**config.mk**
```make
export PLATFORM = sky130hd
export DESIGN_NAME = wdog_guard
export DESIGN_NICKNAME = d
export VERILOG_FILES = /design/src/rtl/wdg_pkg.sv /design/src/rtl/wdg_regfile.sv /design/src/rtl/wdg_down_counter.sv /design/src/rtl/wdg_expiry.sv /design/src/rtl/wdog_guard.sv
export SDC_FILE = /design/constraint.sdc
export NUM_CORES = 1
export LEC_CHECK = 0
export ABC_AREA = 1
export BUFFER_PORTS_ARGS = -buffer_cell sky130_fd_sc_hd__buf_4
export CAP_MARGIN = 20
export CORE_AREA = 10 10 126 82
export DETAILED_ROUTE_END_ITERATION = 7
export DIE_AREA = 0 0 136 92
export GPL_ROUTABILITY_DRIVEN = 0
export HOLD_SLACK_MARGIN = 0.06
export PLACE_DENSITY_LB_ADDON = 0.15
export SLEW_MARGIN = 20
export SYNTH_ARGS = -nofsm -noshare
export SYNTH_HDL_FRONTEND = slang
export SYNTH_SLANG_ARGS = --single-unit
```
**constraint.sdc**
```tcl
create_clock -name clk -period 4.4 [get_ports clk]
set_clock_uncertainty 0.15 [all_clocks]
set_input_delay 0.22 -clock clk [delete_from_list [all_inputs] [get_ports clk]]
set_output_delay 0.22 -clock clk [all_outputs]
set_load 0.005 [all_outputs]
```
**src/rtl/wdg_pkg.sv**
```systemverilog
package wdg_pkg;

    localparam int unsigned WORD_W = 32;
    localparam int unsigned REG_AW = 3;

    typedef enum logic [REG_AW-1:0] {
        REG_PERIOD = 3'd0,
        REG_COUNT  = 3'd1,
        REG_CTRL   = 3'd2,
        REG_ACK    = 3'd3,
        REG_LOCK   = 3'd4
    } reg_sel_e;

    typedef struct packed {
        logic rst_en;
        logic run;
    } ctrl_t;

    typedef struct packed {
        logic period_wr;
        logic ack_wr;
        logic run_rise;
    } wr_evt_t;

    function automatic logic any_reload(input wr_evt_t e);
        return e.period_wr | e.ack_wr | e.run_rise;
    endfunction

endpackage

```
**src/rtl/wdg_regfile.sv**
```systemverilog
module wdg_regfile
    import wdg_pkg::*;
#(
    parameter int unsigned ADDR_W = REG_AW,
    parameter int unsigned CNT_W  = WORD_W,
    parameter logic [CNT_W-1:0] UNLOCK_KEY = 32'hC0DE_5AFE
) (
    input  logic              clk,
    input  logic              rst,
    input  logic [ADDR_W-1:0] addr,
    input  logic              wr_en,
    input  logic [CNT_W-1:0]  wdata,
    output logic              locked,
    output logic [CNT_W-1:0]  period_q,
    output ctrl_t             ctrl_q,
    output wr_evt_t           evt
);

    logic open_w;
    logic sel_period;
    logic sel_ctrl;
    logic sel_ack;
    logic sel_lock;
    ctrl_t ctrl_new;

    always_comb begin
        open_w     = !locked;
        sel_period = wr_en && (addr == ADDR_W'(REG_PERIOD));
        sel_ctrl   = wr_en && (addr == ADDR_W'(REG_CTRL));
        sel_ack    = wr_en && (addr == ADDR_W'(REG_ACK));
        sel_lock   = wr_en && (addr == ADDR_W'(REG_LOCK));
        ctrl_new   = ctrl_t'(wdata[1:0]);
        evt.period_wr = sel_period && open_w;
        evt.ack_wr    = sel_ack && open_w;
        evt.run_rise  = sel_ctrl && open_w && ctrl_new.run && !ctrl_q.run;
    end

    always_ff @(posedge clk) begin
        if (rst) begin
            locked   <= 1'b0;
            period_q <= '1;
            ctrl_q   <= '0;
        end else begin
            if (sel_lock) begin
                locked <= (wdata != UNLOCK_KEY);
            end
            if (evt.period_wr) begin
                period_q <= wdata;
            end
            if (sel_ctrl && open_w) begin
                ctrl_q <= ctrl_new;
            end
        end
    end

endmodule

```
**src/rtl/wdg_down_counter.sv**
```systemverilog
module wdg_down_counter
    import wdg_pkg::*;
#(
    parameter int unsigned CNT_W = WORD_W
) (
    input  logic             clk,
    input  logic             rst,
    input  logic             tick,
    input  logic             run,
    input  logic [CNT_W-1:0] period_q,
    input  logic [CNT_W-1:0] wdata,
    input  wr_evt_t          evt,
    output logic [CNT_W-1:0] count,
    output logic             expire
);

    function automatic logic [CNT_W-1:0] eff_period(input logic [CNT_W-1:0] v);
        return (v == '0) ? CNT_W'(1) : v;
    endfunction

    logic             reload;
    logic             step;
    logic [CNT_W-1:0] reload_val;

    always_comb begin
        reload     = any_reload(evt);
        reload_val = evt.period_wr ? eff_period(wdata) : eff_period(period_q);
        step       = tick && run && !reload;
        expire     = step && (count <= CNT_W'(1));
    end

    always_ff @(posedge clk) begin
        if (rst) begin
            count <= '1;
        end else if (reload) begin
            count <= reload_val;
        end else if (expire) begin
            count <= eff_period(period_q);
        end else if (step) begin
            count <= count - CNT_W'(1);
        end
    end

endmodule

```
**src/rtl/wdg_expiry.sv**
```systemverilog
module wdg_expiry (
    input  logic clk,
    input  logic rst,
    input  logic expire,
    input  logic ack,
    input  logic rst_en,
    output logic irq,
    output logic wdog_rst
);

    always_ff @(posedge clk) begin
        if (rst) begin
            irq      <= 1'b0;
            wdog_rst <= 1'b0;
        end else begin
            if (ack) begin
                irq <= 1'b0;
            end else if (expire && !irq) begin
                irq <= 1'b1;
            end
            if (expire && irq && rst_en) begin
                wdog_rst <= 1'b1;
            end
        end
    end

endmodule

```
**src/rtl/wdog_guard.sv**
```systemverilog
module wdog_guard
    import wdg_pkg::*;
#(
    parameter int unsigned ADDR_W = REG_AW,
    parameter int unsigned CNT_W  = WORD_W,
    parameter logic [CNT_W-1:0] UNLOCK_KEY = 32'hC0DE_5AFE
) (
    input  logic              clk,
    input  logic              rst,
    input  logic              tick,
    input  logic [ADDR_W-1:0] addr,
    input  logic              wr_en,
    input  logic [CNT_W-1:0]  wdata,
    output logic [CNT_W-1:0]  rdata,
    output logic              irq,
    output logic              wdog_rst
);

    logic             locked_w;
    logic [CNT_W-1:0] period_w;
    ctrl_t            ctrl_w;
    wr_evt_t          evt_w;
    logic [CNT_W-1:0] count_w;
    logic             expire_w;

    wdg_regfile #(
        .ADDR_W(ADDR_W), .CNT_W(CNT_W), .UNLOCK_KEY(UNLOCK_KEY)
    ) u_regs (
        .clk(clk), .rst(rst), .addr(addr), .wr_en(wr_en), .wdata(wdata),
        .locked(locked_w), .period_q(period_w), .ctrl_q(ctrl_w), .evt(evt_w)
    );

    wdg_down_counter #(.CNT_W(CNT_W)) u_cnt (
        .clk(clk), .rst(rst), .tick(tick), .run(ctrl_w.run),
        .period_q(period_w), .wdata(wdata), .evt(evt_w),
        .count(count_w), .expire(expire_w)
    );

    wdg_expiry u_exp (
        .clk(clk), .rst(rst), .expire(expire_w), .ack(evt_w.ack_wr),
        .rst_en(ctrl_w.rst_en), .irq(irq), .wdog_rst(wdog_rst)
    );

    always_comb begin
        if (addr == ADDR_W'(REG_PERIOD)) begin
            rdata = period_w;
        end else if (addr == ADDR_W'(REG_COUNT)) begin
            rdata = count_w;
        end else if (addr == ADDR_W'(REG_CTRL)) begin
            rdata = {{(CNT_W-2){1'b0}}, ctrl_w};
        end else if (addr == ADDR_W'(REG_LOCK)) begin
            rdata = {{(CNT_W-1){1'b0}}, locked_w};
        end else begin
            rdata = '0;
        end
    end

endmodule

```
==> metrics <==
CP max-delay cell inv_2; per-cell routed wire length 17.6 um; LEAKAGE 3.13 nW; pin count of the biggest net entering global routing 40; worst r2r src u_regs.locked; CTS tree yes; worst-margin pin slew about 1.2 ns; reg2reg path depth 7; period utilization 0.605; worst path bufs/invs 1; worst path cell trace nor2_4, nand3_2, nand3_2, inv_2, nand3_1, o21ai_0, nand2_1; global-route wire length before repair 28200 um; slack of the worst reg-to-reg path between 1.5 and 2 ns; Final Setup Violations 0; die area 0.0125 mm^2; grt met3 use 0.133; Slew Limit Headroom 0.227; Initial Util 0.609; reg-to-reg endpoint u_cnt.count[5]; DRC Markers 0; HPWL Detailed between 10000 and 15000 um; Ports 73; PD cells 307 mW/mm^2; placed cell area 0.00550 mm^2; RSZ-0062 raised after global routing false; initial antenna violation count 0; Fmax achieved around 0.38 GHz; number of global-route vias before repair 5561; Die Width 136 um; Final Slew Violations 0; critical path launch point type flop; Post-Syn Area per Cell around 6 um^2; Final Cell Area 0.00587 mm^2; Via-to-Cell Ratio 5.91; IO Port Bufs 72; Synth top area share 0.278; peak supply drop 0.207 mV; final hold violations 0; DRT Wirelength around 18000 um; Routed Antenna Nets 0; grt peak-use layer met2; Die Span Y 92 um; n_diodes 0; Worst Setup EP u_cnt.count[5]; worst setup path start u_regs.locked; # rows 26; Clock Latency Late Sink 0.35 ns; cell area after synthesis 0.00497 mm^2; CTS buffer count 9; grt total ovfl 0; worst hold path class input port to flop; GR Layer Usage met1 0.376; clock sink count between 60 and 70; Global Route Usage Sum 0.280; setup tns final 0 ns; P&R area growth vs syn 18.2%; Seq/Total Area, Yosys 0.278; setup bufs post-CTS 0; Worst Setup End Kind flop; Arrival @ worst endpoint roughly 2.7 ns; CP required 4.48 ns; critical path class flop to flop; clock root buffer clkbuf_16; most used cell, CP nand3_2; first-pass iteration count of the detailed router 6; post-synth top area cell dfxtp_1; synth unique cells 34; via count 6004; Synthesized Nets between 800 and 900; Worst path depth 7; worst slack, placed 1.86 ns; Crit path max-delay family simple AND/OR/NAND/NOR gates; Final WS setup 1.74 ns; Worst path max stage delay 0.55 ns; crit path max fanout 27; clk slew on worst S/H paths 0.06 ns; max-cap violations 0; top post-synthesis cells by area dfxtp_1, nand2_1, inv_1; total core area 0.00817 mm^2; final net count 940; clock tree buffer depth 2; Post-Synthesis Cells 842; Synth Register Bits 69; drt first-iter violations 1039; warnings from Yosys 0; outcome finished clean; Tot Pwr roughly 1.8 mW; GR Util met2 0.388; post-CTS sizing 0; layout cell share with drive strength beyond 1 0.163; H-tree depth 3; Final min period 2.66 ns
-- how the worst min path moves through the flow --
stage,end,slack (ns),start,cells after the start
2_1_floorplan,u_regs.ctrl_q[0],0.22,wdata[0],2
3_3_place_gp,u_exp.wdog_rst,0.29,u_exp.wdog_rst,2
3_5_place_dp,u_exp.wdog_rst,0.32,u_exp.wdog_rst,2
4_1_cts,u_regs.period_q[7],0.08,wdata[7],4
5_1_grt,u_regs.period_q[15],0.13,wdata[15],4
6_report,u_regs.period_q[7],0.08,wdata[7],4
-- where the power goes --
part / switching [mW] / internal (mW) / leakage [nW] / total [mW]
Clock: 0.288 / 0.525 / 0.163 / 0.814
Combinational: 0.178 / 0.117 / 2.40 / 0.295
Sequential: 0.0356 / 0.659 / 0.565 / 0.694
Total: 0.502 / 1.30 / 3.13 / 1.80
-- final cells by class --
class                   count  area (um^2)
multi-input cells         605         2910
well taps                 112          140
flip-flops and latches     69         1380
inverters                 138          523
fillers                   696         2290
clock inverters             4         70.1
clock buffers              12          256
repair buffers             76          596
-- per-layer routing --
metal,up-vias,part of all wire
li1,2771,-
met1,2677,0.40
met2,495,0.40
met3,61,0.17
met4,0,0.024
met5,-,0
-- tightest hold or removal path: stages --
cell and delay [ns]:
buf_4 0.09, nand2_1 0.04, o21ai_0 0.08, or2_2 0.11
-- flip-flops by register name, summed over array words and instances (netlist names) --
signal and cells:
u_cnt.count 32, u_regs.period_q 32, u_regs.ctrl_q 2, u_exp.irq 1
u_exp.wdog_rst 1, u_regs.locked 1
-- repair_timing --
item                                    4_1_cts  5_1_grt
endpoints found under the setup margin        0        0
hold buffers                                  2        0
hold endpoints to repair                      2        0
-- stage by stage --
stage          hold WS, ns  instances  utilization
6_report            0.0776       1016        0.719
5_1_grt              0.125       1016        0.719
4_1_cts             0.0825       1015        0.716
3_5_place_dp         0.321        997        0.673
3_3_place_gp         0.288        997        0.673
2_1_floorplan        0.217        842            -
-- cells in the mapped netlist (all sizes together) --
master	n
nand2	215
inv	137
nor2	121
o21ai	81
nand3	77
dfxtp	69
or2	32
o22ai	26
buf	16
clkbuf	14
nand4	14
xor2	12
a21oi	11
nor4	4
o211ai	3
a31oi	2
ha	2
nor3	2
clkinv	1
nand3b	1
o2111ai	1
o21a	1
-- cell families (layout without fill, tap and decap cells) --
group                      Yosys count  after routing  synth area share
and+or+nand+nor                    466            466             0.422
adders and majority gates            2              2           0.00503
xor gates and xnor gates            12             12            0.0211
buffers and inverters              168            230             0.138
DFF                                 69             69             0.278
AOI/OAI and AO/OA                  125            125             0.136
-- placed cells by master (no fill, tap or decap) --
cell / count
nand3_1: 70
nand2_2: 6
clkinv_2: 2
nor3_1: 2
or2_1: 10
o22ai_1: 26
a21oi_1: 11
nor4_1: 4
dlygate4sd3_1: 2
nor2_2: 9
nand2_4: 1
a31oi_1: 2
nand3_2: 7
o211ai_1: 3
dfxtp_1: 69
o21ai_1: 18
clkbuf_8: 2
buf_16: 1
ha_1: 2
nand3b_1: 1
clkinv_4: 1
nand2_1: 208
clkbuf_16: 9
inv_2: 6
bufinv_16: 2
inv_1: 131
nor2_1: 106
nand4_1: 14
buf_4: 73
xor2_1: 12
o21a_1: 1
nor2_4: 6
clkbuf_1: 1
o2111ai_1: 1
o21ai_0: 63
or2_2: 22
Note: power is estimated with default switching activity, not from simulation.
